`src/rtl/clkstep_pkg.sv`:
```
// Shared types for the clock-change sequencer.
// Assumes a single clock domain and a write-only register port.
package clkstep_pkg;

    localparam int ADDR_W   = 3;
    localparam int DATA_W   = 32;
    localparam int ACT_W    = 8;
    localparam int ABT_W    = 16;
    localparam int DABT_W   = 8;
    localparam int DACT_W   = 8;
    localparam int PST_W    = 32;
    localparam int FSL_W    = 32;
    localparam int CNT_W    = 32;
    localparam int LINES    = 3;

    localparam logic [7:0] CODE_FULL  = 8'h01;
    localparam logic [7:0] CODE_HALF  = 8'h02;
    localparam logic [7:0] CODE_SLOW  = 8'h20;
    localparam logic [7:0] CODE_VALID = CODE_FULL | CODE_HALF | CODE_SLOW;

    typedef enum logic [ADDR_W-1:0] {
        A_CTRL = 3'd0,
        A_ACT  = 3'd1,
        A_ABT  = 3'd2,
        A_DABT = 3'd3,
        A_DACT = 3'd4,
        A_PST  = 3'd5,
        A_FSL  = 3'd6
    } reg_addr_e;

    typedef enum logic [1:0] {
        SPD_FULL = 2'd0,
        SPD_HALF = 2'd1,
        SPD_SLOW = 2'd2
    } speed_e;

    typedef enum logic [2:0] {
        ST_IDLE,
        ST_FRZ,
        ST_ACT,
        ST_ABT,
        ST_DABT,
        ST_DACT,
        ST_SETTLE
    } phase_e;

    typedef struct packed {
        logic [ACT_W-1:0]  act;
        logic [ABT_W-1:0]  abt;
        logic [DABT_W-1:0] dabt;
        logic [DACT_W-1:0] dact;
        logic [PST_W-1:0]  pst;
        logic [FSL_W-1:0]  fsl;
    } dly_cfg_t;

endpackage

```
`src/rtl/clkstep_regs.sv`:
```
// Register file and start filter for the clock-change sequencer.
// Holds the delay settings and the code bits of the control register,
// and raises a one-cycle start when a write makes exactly one code bit
// rise from 0 to 1. Assumes writes complete in one cycle.
module clkstep_regs
    import clkstep_pkg::*;
(
    input  logic              clk,
    input  logic              rst_n,
    input  logic              wr_en,
    input  logic [ADDR_W-1:0] wr_addr,
    input  logic [DATA_W-1:0] wr_data,
    output dly_cfg_t          cfg,
    output logic              start,
    output speed_e            start_speed
);

    logic [7:0] ctrl_q;
    logic [7:0] code_new;
    logic       ctrl_wr;

    assign ctrl_wr  = wr_en && (wr_addr == A_CTRL);
    assign code_new = wr_data[7:0] & CODE_VALID;

    // Start when a control write holds one code bit that was clear before.
    assign start = ctrl_wr && $onehot(code_new) && ((code_new & ~ctrl_q) != 8'h00);

    // Map the one-hot code onto the speed encoding.
    always_comb begin
        case (code_new)
            CODE_FULL: start_speed = SPD_FULL;
            CODE_HALF: start_speed = SPD_HALF;
            default:   start_speed = SPD_SLOW;
        endcase
    end

    // Store the code bits and the delay settings on writes.
    always_ff @(posedge clk) begin
        if (!rst_n) begin
            ctrl_q <= '0;
            cfg    <= '0;
        end else if (wr_en) begin
            case (wr_addr)
                A_CTRL: ctrl_q   <= code_new;
                A_ACT:  cfg.act  <= wr_data[ACT_W-1:0];
                A_ABT:  cfg.abt  <= wr_data[ABT_W-1:0];
                A_DABT: cfg.dabt <= wr_data[DABT_W-1:0];
                A_DACT: cfg.dact <= wr_data[DACT_W-1:0];
                A_PST:  cfg.pst  <= wr_data[PST_W-1:0];
                A_FSL:  cfg.fsl  <= wr_data[FSL_W-1:0];
                default: ;
            endcase
        end
    end

endmodule

```
`src/rtl/clkstep_dly.sv`:
```
// Loadable down-counter used for phase delays.
// After a load of N, done is high from the max(N,1)-th following cycle on,
// so the caller's next action lands max(N,1) edges after the load.
module clkstep_dly #(
    parameter int W = 32
) (
    input  logic         clk,
    input  logic         rst_n,
    input  logic         load,
    input  logic [W-1:0] load_val,
    input  logic         run,
    output logic         done
);

    logic [W-1:0] cnt;

    assign done = (cnt <= W'(1));

    // Load a new delay, or count down while running and not yet done.
    always_ff @(posedge clk) begin
        if (!rst_n)
            cnt <= '0;
        else if (load)
            cnt <= load_val;
        else if (run && !done)
            cnt <= cnt - W'(1);
    end

endmodule

```
`src/rtl/clkstep_fsm.sv`:
```
// Phase sequencer: freeze, wait acknowledge, assert change, assert bypass,
// release bypass, release change, then settle and latency in parallel.
// All outputs are registered. Assumes the start pulse is only meaningful in idle.
module clkstep_fsm
    import clkstep_pkg::*;
(
    input  logic             clk,
    input  logic             rst_n,
    input  logic             start,
    input  speed_e           start_speed,
    input  dly_cfg_t         cfg,
    input  logic             freeze_ack,
    input  logic             main_done,
    input  logic             lat_done,
    output logic             main_load,
    output logic [CNT_W-1:0] main_val,
    output logic             main_run,
    output logic             lat_load,
    output logic             lat_run,
    output logic             freeze_n,
    output logic [LINES-1:0] chg_n,
    output logic             pll_bypass,
    output logic             clk_ready,
    output logic             busy,
    output speed_e           cur_speed
);

    phase_e state;
    speed_e target;
    logic   settle_ok;
    logic   lat_ok;

    // Active-low line pattern for a target speed.
    function automatic logic [LINES-1:0] line_for(speed_e s);
        case (s)
            SPD_FULL: return 3'b110;
            SPD_HALF: return 3'b101;
            default:  return 3'b011;
        endcase
    endfunction

    assign busy     = (state != ST_IDLE);
    assign main_run = (state != ST_IDLE) && (state != ST_FRZ);
    assign lat_load = (state == ST_DACT) && main_done;
    assign lat_run  = (state == ST_SETTLE) && !lat_ok;

    // Pick the next delay to load at each phase boundary.
    always_comb begin
        main_load = 1'b0;
        main_val  = '0;
        case (state)
            ST_FRZ: if (freeze_ack) begin
                main_load = 1'b1;
                main_val  = CNT_W'(cfg.act);
            end
            ST_ACT: if (main_done) begin
                main_load = 1'b1;
                main_val  = CNT_W'(cfg.abt);
            end
            ST_ABT: if (main_done) begin
                main_load = 1'b1;
                main_val  = CNT_W'(cfg.dabt);
            end
            ST_DABT: if (main_done) begin
                main_load = 1'b1;
                main_val  = CNT_W'(cfg.dact);
            end
            ST_DACT: if (main_done) begin
                main_load = 1'b1;
                main_val  = CNT_W'(cfg.pst);
            end
            default: ;
        endcase
    end

    // Advance the phases and drive the registered handshake outputs.
    always_ff @(posedge clk) begin
        if (!rst_n) begin
            state      <= ST_IDLE;
            target     <= SPD_FULL;
            cur_speed  <= SPD_FULL;
            freeze_n   <= 1'b1;
            chg_n      <= '1;
            pll_bypass <= 1'b0;
            clk_ready  <= 1'b0;
            settle_ok  <= 1'b0;
            lat_ok     <= 1'b0;
        end else begin
            clk_ready <= 1'b0;
            case (state)
                ST_IDLE: if (start) begin
                    target   <= start_speed;
                    freeze_n <= 1'b0;
                    state    <= ST_FRZ;
                end
                ST_FRZ: if (freeze_ack) begin
                    state <= ST_ACT;
                end
                ST_ACT: if (main_done) begin
                    chg_n <= line_for(target);
                    state <= ST_ABT;
                end
                ST_ABT: if (main_done) begin
                    pll_bypass <= 1'b1;
                    state      <= ST_DABT;
                end
                ST_DABT: if (main_done) begin
                    pll_bypass <= 1'b0;
                    state      <= ST_DACT;
                end
                ST_DACT: if (main_done) begin
                    chg_n     <= '1;
                    settle_ok <= 1'b0;
                    lat_ok    <= 1'b0;
                    state     <= ST_SETTLE;
                end
                ST_SETTLE: begin
                    if (settle_ok && lat_ok) begin
                        cur_speed <= target;
                        state     <= ST_IDLE;
                    end else begin
                        if (!settle_ok && main_done) begin
                            freeze_n  <= 1'b1;
                            settle_ok <= 1'b1;
                        end
                        if (!lat_ok && lat_done) begin
                            clk_ready <= 1'b1;
                            lat_ok    <= 1'b1;
                        end
                    end
                end
                default: state <= ST_IDLE;
            endcase
        end
    end

endmodule

```
`src/rtl/clkstep_seq.sv`:
```
// Top of the clock-change sequencer: register file, phase sequencer,
// a shared phase-delay counter and a parallel switch-latency counter.
// Assumes one clock domain with synchronous active-low reset.
module clkstep_seq
    import clkstep_pkg::*;
(
    input  logic              clk,
    input  logic              rst_n,
    input  logic              cfg_wr,
    input  logic [ADDR_W-1:0] cfg_addr,
    input  logic [DATA_W-1:0] cfg_wdata,
    input  logic              freeze_ack,
    output logic              freeze_n,
    output logic [LINES-1:0]  chg_n,
    output logic              pll_bypass,
    output logic              clk_ready,
    output logic              busy,
    output logic [1:0]        cur_speed
);

    dly_cfg_t         cfg;
    logic             start;
    speed_e           start_speed;
    speed_e           speed_q;
    logic             main_load, main_run, main_done;
    logic [CNT_W-1:0] main_val;
    logic             lat_load, lat_run, lat_done;

    assign cur_speed = speed_q;

    clkstep_regs u_regs (
        .clk         (clk),
        .rst_n       (rst_n),
        .wr_en       (cfg_wr),
        .wr_addr     (cfg_addr),
        .wr_data     (cfg_wdata),
        .cfg         (cfg),
        .start       (start),
        .start_speed (start_speed)
    );

    clkstep_dly #(.W(CNT_W)) u_main_dly (
        .clk      (clk),
        .rst_n    (rst_n),
        .load     (main_load),
        .load_val (main_val),
        .run      (main_run),
        .done     (main_done)
    );

    clkstep_dly #(.W(FSL_W)) u_lat_dly (
        .clk      (clk),
        .rst_n    (rst_n),
        .load     (lat_load),
        .load_val (cfg.fsl),
        .run      (lat_run),
        .done     (lat_done)
    );

    clkstep_fsm u_fsm (
        .clk         (clk),
        .rst_n       (rst_n),
        .start       (start),
        .start_speed (start_speed),
        .cfg         (cfg),
        .freeze_ack  (freeze_ack),
        .main_done   (main_done),
        .lat_done    (lat_done),
        .main_load   (main_load),
        .main_val    (main_val),
        .main_run    (main_run),
        .lat_load    (lat_load),
        .lat_run     (lat_run),
        .freeze_n    (freeze_n),
        .chg_n       (chg_n),
        .pll_bypass  (pll_bypass),
        .clk_ready   (clk_ready),
        .busy        (busy),
        .cur_speed   (speed_q)
    );

endmodule

```
`config.mk`:
```
export PLATFORM = sky130hd
export DESIGN_NAME = clkstep_seq
export DESIGN_NICKNAME = d
export VERILOG_FILES = /design/src/rtl/clkstep_pkg.sv /design/src/rtl/clkstep_regs.sv /design/src/rtl/clkstep_dly.sv /design/src/rtl/clkstep_fsm.sv /design/src/rtl/clkstep_seq.sv
export SDC_FILE = /design/constraint.sdc
export NUM_CORES = 1
export LEC_CHECK = 0
export CAP_MARGIN = 20
export CORE_UTILIZATION = 43
export DETAILED_ROUTE_END_ITERATION = 16
export PLACE_DENSITY = 0.59
export SETUP_SLACK_MARGIN = 0.5
export SLEW_MARGIN = 20
export SYNTH_ARGS = -nofsm -noshare
export SYNTH_HDL_FRONTEND = slang
export SYNTH_SLANG_ARGS = --single-unit
```
`constraint.sdc`:
```
create_clock -name clk -period 5.6 [get_ports clk]
set_clock_uncertainty 0.15 [all_clocks]
set_input_delay 1.12 -clock clk [delete_from_list [all_inputs] [get_ports clk]]
set_output_delay 1.12 -clock clk [all_outputs]
set_load 0.03 [all_outputs]
```
; ---- Word level (Yosys, flattened, before mapping)
; Cells that the tools add are included.
[word_totals]
out_inout_bits = 9
register_bits = 186
inputBits = 39
word_cells = 136
[op_classes]
n_addsub = 4
bitwise_logic = 4
order_cmp = 2
eq_ne = 27
reduce_logical = 43
mux = 38
[ops]
columns = op, n
row1 = 2-to-1 mux 32 bit, 5
row2 = case mux 32 bit (5 select lines), 1
row3 = "<= comparator 32 x 1 -> 1 bit, second input constant", 2
row4 = "subtractor 32 x 1 -> 32 bit, second input constant", 2
row5 = 2-to-1 mux 3 bit, 9
row6 = 2-to-1 mux 8 bit, 3
row7 = case mux 3 bit (7 select lines), 1
row8 = "== test 3 bit, second input constant", 6
row9 = AND reduction 2 bit, 9
row10 = 2-to-1 mux 16 bit, 1
row11 = "== test 3 x 2 -> 1 bit, second input constant", 5
row12 = "!= test 2 bit, second input constant", 6
row13 = case mux 3 bit (2 select lines), 2
row14 = AND reduction 4 bit, 3
row15 = nonzero test 2 bit, 6
row16 = logical AND 1 bit, 11
row17 = 2-to-1 mux 1 bit, 10
row18 = case mux 1 bit (2 select lines), 5
row19 = "== test 3 x 1 -> 1 bit, second input constant", 3
row20 = AND 6 x 8 -> 8 bit, 1
row21 = "!= test 2 x 1 -> 1 bit, second input constant", 4
row22 = NOT 6 -> 8 bit, 1
row23 = nonzero test 8 bit, 1
row24 = AND reduction 7 bit, 1
row25 = other kinds (14), 20

; ---- Logic depth before layout (Yosys ltp)
[logic_depth]
depth_word = 7
depth_mapped = 11
depth_no_buf = 10

; ---- Modules after synthesis
; From an unflattened synthesis, not the netlist that was laid out.
[unflattened]
cells_unflattened = 1038
area_unflattened_um2 = 9344.0
[modules_own_cells]
columns = module, instances, cells_each, area_per_inst_um2, seq_area_each_um2
row1 = clkstep_regs, 1, 399, 4070.2, 2142.1
row2 = clkstep_dly, 2, 241, 1988.2, 640.6
row3 = clkstep_fsm, 1, 157, 1297.5, 300.3

; ---- Least setup slack after synthesis
; No wires, ideal clock.
[synth_timing]
path_kind = in2reg
start = input cfg_wdata[0]
end = register u_fsm.target[1]
n_path_buf = 1
arrival_time_ns = 2.747
cell_stages = 11
path_slack_ns = 2.575
cell_sequence = clkbuf_1 -> inv_1 -> ha_1 -> inv_1 -> ha_1 -> ha_1 -> nor2_1 -> nand4_1 -> nor2_1 -> mux2i_1 -> nor2_1
[synth_between]
elab_chain_cells = 6
[synth_lines]
columns = item, line_no
row1 = from (decl), clkstep_seq.sv:11  ; input logic [DATA_W-1:0] cfg_wdata,
row2 = adder 1 x 1 -> 2 bit (not written as such), clkstep_regs.sv:26  ; assign start = ctrl_wr && $onehot(code_new) && ((code_new & ~ctrl_q) != 8'h00);
row3 = adder 4 x 1 -> 4 bit (not written as such), clkstep_regs.sv:26
row4 = == test 4 x 1 -> 1 bit, clkstep_regs.sv:26
row5 = logical AND 1 bit (2 in a row), clkstep_regs.sv:26
row6 = AND reduction 2 bit (no line), n/a
row7 = to (signal assigned), clkstep_fsm.sv:92  ; target <= start_speed;
row8 = to (decl), clkstep_fsm.sv:29  ; speed_e target;
; Several ways; a longest one is shown, not always the timed one.
; A chain may end at the register's enable or synchronous reset.

; ---- Worst setup path in the final report
[layout_timing]
start = register u_fsm.state[0]
end = output busy
[layout_between]
elab_chain_cells = 1
[layout_lines]
columns = item, line_no
row1 = from (decl), clkstep_fsm.sv:28  ; phase_e state;
row2 = from (signal assigned), clkstep_fsm.sv:79  ; state <= ST_IDLE;
row3 = from (signal assigned), clkstep_fsm.sv:94  ; state <= ST_FRZ;
row4 = from (signal assigned), clkstep_fsm.sv:97  ; state <= ST_ACT;
row5 = nonzero test 3 bit, clkstep_fsm.sv:42  ; assign busy = (state != ST_IDLE);
row6 = to (decl), clkstep_seq.sv:17  ; output logic busy,
; No other way between the ends.

==> flow_summary.yaml <==
route:
  drtPass1Iterations: 5
  wirelength_mm: 26.47
  avgViaCountPerCell: 5.783
  ant_nets: 0
  drtIter0Drc: 668
  wl_per_cell_microns: 18.36
  drc_errors: 0
  vias: 8339
placement:
  place_congestion: 0.8618
  dpl-instance-area_sq_mm: 0.009627
  place_hpwl_mm: 18.04
  io_buffers: 47
  dp.cells: 1410
  dp_worst_setup_slack_ns: 1.771
outcome:
  outcome: "complete, no violations"
cts:
  cts_tree: "yes"
  cts_max_level: 4
  clockBufferDepth: 2
  clock-sinks: 186
  root_buffer: "clkbuf_16"
  clkLatencyLatePin_ns: 0.43
  post-cts-setup-buffer-count: 0
  cts_buffers: 17
  cts_hold_buf: 0
  clk_pin_slew_ns: 0.07
  cts.repair.resized: 0
sta:
  max-slew-margin-rel: 0.2354
  max_freq_ghz: 0.2682
  slew_viol_final: 0
  period_share: 0.6657
  setup_tns_ns: 0
  fin_hold_ws_ns: 0.3052
  setup-violations-final: 0
  tightest_slew_ns: 1.138
  rsz0062_at_grt: "false"
  setup_ws_ns: 1.872
  min_period_ns: 3.728
  hold_viol: 0
floorplanning:
  core-area_sq_mm: 0.02043
  die_area_sq_mm: 0.02159
  rows: 52
  pin_count: 48
  start_util: 0.4422
  die_x_microns: 146.9
  chipHeight_microns: 146.9
logic_synthesis:
  synth-seq-cells: 186
  synth.avg_cell_area_sq_um: 7.808
  yosysTopAreaCell: "dfxtp_1"
  yosysWarnings: 0
  netlist_area_sq_mm: 0.009034
  ys_seq_area_frac: 0.4122
  post-synth-top-area-fraction: 0.4122
  ys_types: 71
  synthCells: 1157
  synth_edf_count: 0
  async_reset_ff_frac: 0
  yosys-top-cells-area: "dfxtp_1 (41%), nand2_1 (12%), a21oi_1 (8.8%)"
  synth_ff_type: "dfxtp_1"
  synth_fp_nets: 1206
global_routing:
  grt.total_usage: 0.2519
  grt_antenna_before_repair: 0
  grt_overflow: 0
  grt_max_degree: 73
  grt_pass1_vias: 7924
  grt_pass1_wl_mm: 43.19
worst_setup_path:
  cp_max_fo: 21
  cp-end-kind: "output pin"
  start_kind: "flip-flop"
  arrival_ns: 2.46
  critPathKind: "reg2out"
  crit_required_ns: 4.33
final_layout:
  drive_gt1_frac: 0.06997
  multi_input_area_sq_mm: 0.004938
  num-nets-final: 1208
  num_antenna_cells: 0
  syn_to_final_growth_pct: 13.23
  design_area_sq_mm: 0.01023
  fin_util: 0.5007
  seqCellArea_sq_mm: 0.003724
  finalNonFillerCells: 1442
  fillers: 2073
power:
  power_mw: 3.340
  vdd_ir_drop_max_v: 0.0002042
  power_density_mw_per_mm2: 326.6
  p_leak_nw: 3.624
min_path:
  hold_path_class: "reg2reg"
run:
  drv_cap: 0
-- synth_stat cells, types with 10 or more instances --
cell and n:
dfxtp_1 186, a21oi_1 158, nand2_1 280, a221oi_1 10, nand4_1 11, nand3_1 27, nor3_1 32, nor4_1 14
or3_1 12, clkbuf_1 54, mux2i_1 19, inv_1 17, buf_2 17, o21ai_0 34, nor2_1 62, nand2b_1 11
a22oi_1 21, a31oi_1 14
-- layout by cell type (no fill, tap or decap), types with 5 or more instances in the layout --
master           instances
a211oi_1                 6
a21oi_1                158
a221oi_1                10
a22o_1                   5
a22oi_1                 21
a31oi_1                 14
and2_1                   5
and3_1                   9
buf_4                   12
clkbuf_16               17
clkdlybuf4s50_1         47
dfxtp_1                186
ha_1                     9
inv_1                   16
mux2i_1                 18
nand2_1                280
nand2b_1                11
nand3_1                 27
nand4_1                 11
nor2_1                  60
nor2_2                   5
nor2b_1                  9
nor3_1                  32
nor3b_1                  8
nor4_1                  14
nor4_2                   6
nor4_4                   5
o211a_1                  6
o21ai_0                 34
o221ai_1                 9
o22ai_1                  7
o311ai_0                 8
or3_1                   12
or4_1                    7
-- per-layer routing --
metal  wire length (microns)  vias to the layer above  part of all wire  track usage
li1                        -                     4145                 -            -
met1                   12450                     4003              0.47       0.3438
met2                   12790                      178              0.48       0.4211
met3                    1049                       13             0.040      0.04130
met4                     185                        0            0.0070      0.04691
met5                       0                        -                 0            0
-- where the power goes --
part	switching (mW)	internal, mW	leakage [nW]
Sequential	0.0307	1.35	1.50
Clock	0.551	0.709	0.292
Combinational	0.428	0.269	1.83
Total	1.01	2.33	3.62
-- cell type report --
type | instances | area share
Clock buffer | 19 | 0.04232
Inverter | 17 | 0.006483
Multi-Input combinational cell | 878 | 0.4828
Timing Repair Buffer | 59 | 0.05480
Sequential cell | 186 | 0.3640
Tap cell | 270 | 0.03303
Clock inverter | 13 | 0.01651
-- critical path, cell delays in order (launching register included) --
cell and delay (ns):
dfxtp_1 1.00, or3_1 0.32, clkdlybuf4s50_1 0.71
-- flip-flops by register name (all words and copies together) (netlist names) --
| register | count |
|---|---|
| u_lat_dly.cnt | 32 |
| u_regs.cfg | 104 |
| u_fsm.target | 2 |
| u_fsm.lat_ok | 1 |
| u_main_dly.cnt | 32 |
| u_fsm.cur_speed | 2 |
| u_fsm.settle_ok | 1 |
| u_fsm.chg_n | 3 |
| u_fsm.state | 3 |
| u_regs.ctrl_q | 3 |
| u_fsm.freeze_n | 1 |
| u_fsm.clk_ready | 1 |
| u_fsm.pll_bypass | 1 |
-- kinds of logic (layout without fill, tap and decap cells) --
kind of cell             after synthesis  after routing  share of synthesized area
AO/OA/AOI/OAI                        318            318                     0.2188
AND/OR/NAND/NOR                      523            523                     0.2819
flip-flops                           186            186                     0.4122
XOR/XNOR                               6              6                   0.005817
multiplexers                          21             21                    0.02355
buffers and inverters                 93            108                    0.04307
adder cells (fa/ha/maj)               10             10                    0.01468
-- final timing paths --
check                                        from            endpoint  cells after the start  slack (ns)
worst max-delay path               u_fsm.state[0]                busy                      2        1.87
worst min-delay path               u_regs.cfg[95]      u_regs.cfg[95]                      2        0.31
worst max register to register  u_main_dly.cnt[4]  u_main_dly.cnt[12]                      6        1.92
worst min register to register     u_regs.cfg[95]      u_regs.cfg[95]                      2        0.31
Power figures use the tool's default switching activity.
